[src/rtl/col_route_pkg.sv]
// Shared types for the column routing channel.
// Assumes nothing beyond a 2-bit phase code shared by all submodules.
package col_route_pkg;
    typedef enum logic [1:0] {
        PH_IDLE  = 2'd0,
        PH_LOAD  = 2'd1,
        PH_PROC  = 2'd2,
        PH_WRITE = 2'd3
    } phase_e;
endpackage

[src/rtl/crc_period_timer.sv]
// Period timer: holds the run flag, counts advancing cycles from 0 to
// 3L-1 and decodes the phase. It also pulses the hand-off flag after a wrap.
// Assumes step_i is only high while running.
module crc_period_timer
    import col_route_pkg::*;
#(
    parameter int L  = 8,
    parameter int CW = 5
) (
    input  logic          clk,
    input  logic          rst_n,
    input  logic          start_i,
    input  logic          step_i,
    output logic [CW-1:0] cnt_o,
    output phase_e        phase_o,
    output logic          hand_valid_o
);
    localparam int LAST = 3 * L - 1;

    logic running;

    // Run flag, period counter and hand-off pulse.
    always_ff @(posedge clk) begin
        if (!rst_n) begin
            running      <= 1'b0;
            cnt_o        <= '0;
            hand_valid_o <= 1'b0;
        end else begin
            hand_valid_o <= 1'b0;
            if (!running) begin
                running <= start_i;
                cnt_o   <= '0;
            end else if (step_i) begin
                if (cnt_o == CW'(LAST)) begin
                    cnt_o        <= '0;
                    hand_valid_o <= 1'b1;
                end else begin
                    cnt_o <= cnt_o + 1'b1;
                end
            end
        end
    end

    // Phase decode from the count.
    always_comb begin
        if (!running)                 phase_o = PH_IDLE;
        else if (cnt_o < CW'(L))      phase_o = PH_LOAD;
        else if (cnt_o < CW'(2 * L))  phase_o = PH_PROC;
        else                          phase_o = PH_WRITE;
    end
endmodule

[src/rtl/crc_feeder.sv]
// Top-of-column feeder: picks the word entering slot 0 and decides whether
// the chain advances. While loading, it repeats each accepted word COPY times
// and stalls on missing input. Otherwise it feeds back the bottom slot.
// Assumes COPY >= 1.
module crc_feeder
    import col_route_pkg::*;
#(
    parameter int DW   = 8,
    parameter int COPY = 2
) (
    input  logic          clk,
    input  logic          rst_n,
    input  phase_e        phase_i,
    input  logic          in_valid_i,
    input  logic [DW-1:0] in_data_i,
    input  logic [DW-1:0] recirc_i,
    output logic          in_ready_o,
    output logic          step_o,
    output logic [DW-1:0] top_o
);
    logic          need_new;
    logic [DW-1:0] hold;
    logic          loading;

    assign loading = (phase_i == PH_LOAD);

    generate
        if (COPY > 1) begin : g_repeat
            localparam int RW = $clog2(COPY);
            logic [RW-1:0] rep;

            assign need_new = (rep == '0);

            // Repeat counter and held word for the COPY-1 repeat slots.
            always_ff @(posedge clk) begin
                if (!rst_n) begin
                    rep  <= '0;
                    hold <= '0;
                end else if (loading && step_o) begin
                    if (need_new) hold <= in_data_i;
                    rep <= (rep == RW'(COPY - 1)) ? '0 : rep + 1'b1;
                end
            end
        end else begin : g_single
            assign need_new = 1'b1;
            assign hold     = '0;
        end
    endgenerate

    // Handshake, advance decision and top word selection.
    always_comb begin
        in_ready_o = loading && need_new;
        if (loading)
            step_o = !need_new || in_valid_i;
        else
            step_o = (phase_i != PH_IDLE);
        if (loading)
            top_o = need_new ? in_data_i : hold;
        else
            top_o = recirc_i;
    end
endmodule

[src/rtl/crc_slot_chain.sv]
// Slot chain: L registers of DW bits. When stepping, each register takes its
// upstream neighbour, or the node's word when a write is allowed and requested.
// Assumes wr_act_i is only high in the write phase.
module crc_slot_chain #(
    parameter int DW = 8,
    parameter int L  = 8
) (
    input  logic            clk,
    input  logic            rst_n,
    input  logic            step_i,
    input  logic            wr_act_i,
    input  logic [DW-1:0]   top_i,
    input  logic [L-1:0]    wr_en_i,
    input  logic [L*DW-1:0] wr_data_i,
    output logic [L*DW-1:0] slots_o
);
    generate
        for (genvar i = 0; i < L; i++) begin : g_slot
            logic [DW-1:0] up;
            logic [DW-1:0] q;

            if (i == 0) begin : g_head
                assign up = top_i;
            end else begin : g_body
                assign up = slots_o[(i-1)*DW +: DW];
            end

            // One slot register with its write-override mux.
            always_ff @(posedge clk) begin
                if (!rst_n)
                    q <= '0;
                else if (step_i)
                    q <= (wr_act_i && wr_en_i[i]) ? wr_data_i[i*DW +: DW] : up;
            end

            assign slots_o[i*DW +: DW] = q;
        end
    endgenerate
endmodule

[src/rtl/col_route_channel.sv]
// One column of the recirculating routing channel. It ties the timer, the
// feeder and the slot chain together. FIRST_COL=1 repeats each input word
// COPY times; FIRST_COL=0 takes one word per slot from the previous column.
// Assumes the next column samples slots_o while hand_valid_o is high.
module col_route_channel
    import col_route_pkg::*;
#(
    parameter int  DW        = 8,
    parameter int  N_ITEMS   = 4,
    parameter int  COPY      = 2,
    parameter bit  FIRST_COL = 1'b1,
    localparam int L         = N_ITEMS * COPY,
    localparam int CW        = $clog2(3 * L)
) (
    input  logic            clk,
    input  logic            rst_n,
    input  logic            start_i,
    input  logic            in_valid_i,
    output logic            in_ready_o,
    input  logic [DW-1:0]   in_data_i,
    input  logic [L-1:0]    wr_en_i,
    input  logic [L*DW-1:0] wr_data_i,
    output logic [L*DW-1:0] slots_o,
    output logic [CW-1:0]   cyc_cnt_o,
    output logic [1:0]      phase_o,
    output logic            hand_valid_o
);
    localparam int REP = FIRST_COL ? COPY : 1;

    phase_e        phase;
    logic          step;
    logic [DW-1:0] top_word;

    assign phase_o = phase;

    crc_period_timer #(.L(L), .CW(CW)) u_timer (
        .clk          (clk),
        .rst_n        (rst_n),
        .start_i      (start_i),
        .step_i       (step),
        .cnt_o        (cyc_cnt_o),
        .phase_o      (phase),
        .hand_valid_o (hand_valid_o)
    );

    crc_feeder #(.DW(DW), .COPY(REP)) u_feed (
        .clk        (clk),
        .rst_n      (rst_n),
        .phase_i    (phase),
        .in_valid_i (in_valid_i),
        .in_data_i  (in_data_i),
        .recirc_i   (slots_o[(L-1)*DW +: DW]),
        .in_ready_o (in_ready_o),
        .step_o     (step),
        .top_o      (top_word)
    );

    crc_slot_chain #(.DW(DW), .L(L)) u_chain (
        .clk       (clk),
        .rst_n     (rst_n),
        .step_i    (step),
        .wr_act_i  (phase == PH_WRITE),
        .top_i     (top_word),
        .wr_en_i   (wr_en_i),
        .wr_data_i (wr_data_i),
        .slots_o   (slots_o)
    );
endmodule

[config.mk]
export PLATFORM = sky130hd
export DESIGN_NAME = col_route_channel
export DESIGN_NICKNAME = d
export VERILOG_FILES = /design/src/rtl/col_route_pkg.sv /design/src/rtl/crc_period_timer.sv /design/src/rtl/crc_feeder.sv /design/src/rtl/crc_slot_chain.sv /design/src/rtl/col_route_channel.sv
export SDC_FILE = /design/constraint.sdc
export NUM_CORES = 1
export LEC_CHECK = 0
export BUFFER_PORTS_ARGS = -buffer_cell sky130_fd_sc_hd__buf_2
export CORE_UTILIZATION = 45
export DETAILED_ROUTE_END_ITERATION = 6
export PLACE_DENSITY_LB_ADDON = 0.05
export SLEW_MARGIN = 20
export SYNTH_ARGS = -nofsm -noshare
export SYNTH_HDL_FRONTEND = slang
export SYNTH_HIERARCHICAL = 1
export SYNTH_SLANG_ARGS = --single-unit
[constraint.sdc]
create_clock -name clk -period 2.97 [get_ports clk]
set_clock_uncertainty 0.1 [all_clocks]
set_input_delay 0.4455 -clock clk [delete_from_list [all_inputs] [get_ports clk]]
set_output_delay 0.4455 -clock clk [all_outputs]
set_load 0.01 [all_outputs]
==> flow_summary_export.csv <==
group,metric,value,unit
worst_setup_path,start_kind,"register",
finish,diodes,0,
detailed_routing,num_vias,3947,
grt,grtUsageTotal,0.229,
timing,worst_pin_slew,0.811,ns
clocking,path_clk_slew,0.08,ns
grt,grt_overflow,0,
detailed_routing,drt_first_pass_iters,5,
timing,slew_headroom,0.459,
detailed_routing,drc_errors,0,
detailed_routing,routed_wl,11200,um
worst_setup_path,worstPathMaxFanout,46,
detailed_routing,drtAntennaViolNets,0,
finish,design_area,5000,um2
placed_design,port_buffers,156,
grt,grt_max_degree,129,
clocking,cts_setup_buffers,0,
synthesis,syn_nets,557,
worst_setup_path,critical_path_required,3.14,ns
finish,post-route-util,0.563,
clocking,cts-hold-fix-buffers,0,
timing,final_max_slew_viol_count,0,
placed_design,dpl_cell_area,4790,um2
synthesis,synth_area_leaders,"dfxtp_1 38%, a21bo_1 14%, a31oi_1 9.5%",
placed_design,dp_hpwl,7560,um
worst_setup_path,crit_arrival,2.54,ns
floorplan,core_area,8890,um2
synthesis,synth_edf_count,0,
timing,setup_tns,0,ns
pwr,p_per_area,494,nW/um2
finish,drive_above_1_share,0.332,
floorplan,rows,34,
pwr,vdd_drop_max,0.239,mV
floorplan,die_area,9720,um2
synthesis,syn_inst,472,
detailed_routing,avgRoutedWirePerCell,15.9,um
grt,antenna_found_initial,0,
worst_setup_path,crit_path_end_kind,"register",
synthesis,synth-seq-cells,80,
timing,report.final.setup_viol,0,
status,status,"completed",
timing,hold_violations,0,
detailed_routing,drt_iter0_drc,207,
detailed_routing,dr_wl_met3,570,um
synthesis,ys.flop_type,"dfxtp_1",
synthesis,synth_top_area_share,0.381,
clocking,numCtsBuffers,9,
timing,period_minus_slack,2.37,ns
synthesis,ys_seq_area_frac,0.381,
floorplan,die_w,98.6,um
clocking,cts_tree,"built",
job,maxCapViolations,0,
timing,finalCritPeriodShare,0.798,
timing,max_freq,422,MHz
worst_setup_path,critical_path_class,"register to register",
floorplan,start_util,0.472,
worst_setup_path,ff2ff_setup_slack,0.60,ns
finish,final_nets,673,
clocking,root_buffer,"clkbuf_8",
detailed_routing,vias_per_cell,5.63,
pwr,leakagePower,0.00214,uW
clocking,clk_path_buf_depth,2,
finish,final_common_cell,"buf_2",
synthesis,ys_warn_count,6,
clocking,htree_levels,3,
synthesis,synth_top_cell_by_area,"dfxtp_1",
synthesis,syn_area_per_cell,8.90,um2
finish,area_growth,19.1,%
clocking,ctsResizeCount,0,
synthesis,async_flop_share,0,
floorplan,io_pins,157,
synthesis,ys_types,33,
detailed_routing,wl_met2,5370,um
hold_path,hp-class,"input port to register",
finish,final_cell_mix,"156 x buf_2, 80 x dfxtp_1, 70 x nand3_1, 64 x a31oi_1, 58 x a21bo_1",
detailed_routing,drt-met1-wl,5110,um
synthesis,synth_area,4200,um2
detailed_routing,top_layer,"met4",
floorplan,fp.dieH,98.6,um
clocking,numClockSinks,80,
clocking,clk_latency,0.35,ns
timing,holdWs,0.184,ns
grt,grt_pass1_wl,17700,um
placed_design,routabilityCongestion,0.822,
grt,grt_pass1_vias,3562,
timing,rsz0062_at_grt,"no",
==> per-layer routing <==
layer,vias up,track usage
li1,1972,-
met1,1850,0.300
met2,117,0.371
met3,8,0.0667
met4,0,0.0586
met5,-,0
==> worst max-delay path, stage by stage (launching register included) <==
cell	delay, ns
dfxtp_1	0.39
inv_1	0.11
a21boi_0	0.39
o21ai_0	0.25
nand2b_4	0.42
buf_4	0.32
o21ai_0	0.12
a31oi_1	0.19
==> kinds of logic after synthesis <==
family / count (synthesis) / share of synthesized area
flops: 80 / 0.381
simple gates: 105 / 0.126
fa+ha+maj: 1 / 0.00298
compound gates: 215 / 0.363
xor+xnor: 3 / 0.00626
buf+inv: 59 / 0.0992
mux: 9 / 0.0214
==> synth_stat cells (9+ instances only) <==
cell and instances:
dfxtp_1 80, nand3_1 70, buf_2 18, o21ai_1 19, a31oi_1 64, nand2_1 19, a21bo_1 58, buf_6 15
o21ai_0 54, mux2i_1 9, clkbuf_1 9, buf_4 10
==> state kept, by name (all words and copies together), names as in the netlist <==
register	count
u_timer/running	1
u_feed/hold	8
u_timer/cnt_o	5
u_feed/g_repeat.rep	1
u_timer/hand_valid_o	1
u_chain/g_slot.q	64
==> layout make-up <==
cell class | count | area, um2
clock buffers | 11 | 131
clock inverters | 5 | 81.3
fillers | 864 | 3890
inverters | 1 | 3.75
multi-input cells | 333 | 2190
flip-flops and latches | 80 | 1600
well taps | 108 | 135
repair buffers | 163 | 858
==> power by group <==
group,switching [uW],internal (uW)
combinational,214,192
sequential,53.7,1140
clock,400,474
==> worst paths after layout <==
kind,start,cells past startpoint,to
worst min register to register,u_feed/hold[5]$_SDFFE_PN0P_,2,u_feed/hold[5]$_SDFFE_PN0P_
worst max register to register,u_timer/cnt_o[4]$_SDFFE_PN0P_,7,u_chain/g_slot[1].q[5]$_SDFFE_PN0P_
worst min-delay path,start_i,2,u_timer/running$_SDFF_PN0_
worst max-delay path,u_timer/cnt_o[4]$_SDFFE_PN0P_,7,u_chain/g_slot[1].q[5]$_SDFFE_PN0P_
==> stage by stage <==
| stage | total power (uW) | std cells | setup slack [ns] |
|---|---|---|---|
| after floorplan | 1470 | 472 | 0.784 |
| after global placement | 1620 | 685 | 0.744 |
| after detailed placement | 1620 | 685 | 0.614 |
| after CTS | 2500 | 701 | 0.583 |
| after global routing | 2610 | 701 | 0.309 |
| final | 2470 | 701 | 0.599 |
Note: power is estimated with default switching activity, not from simulation.
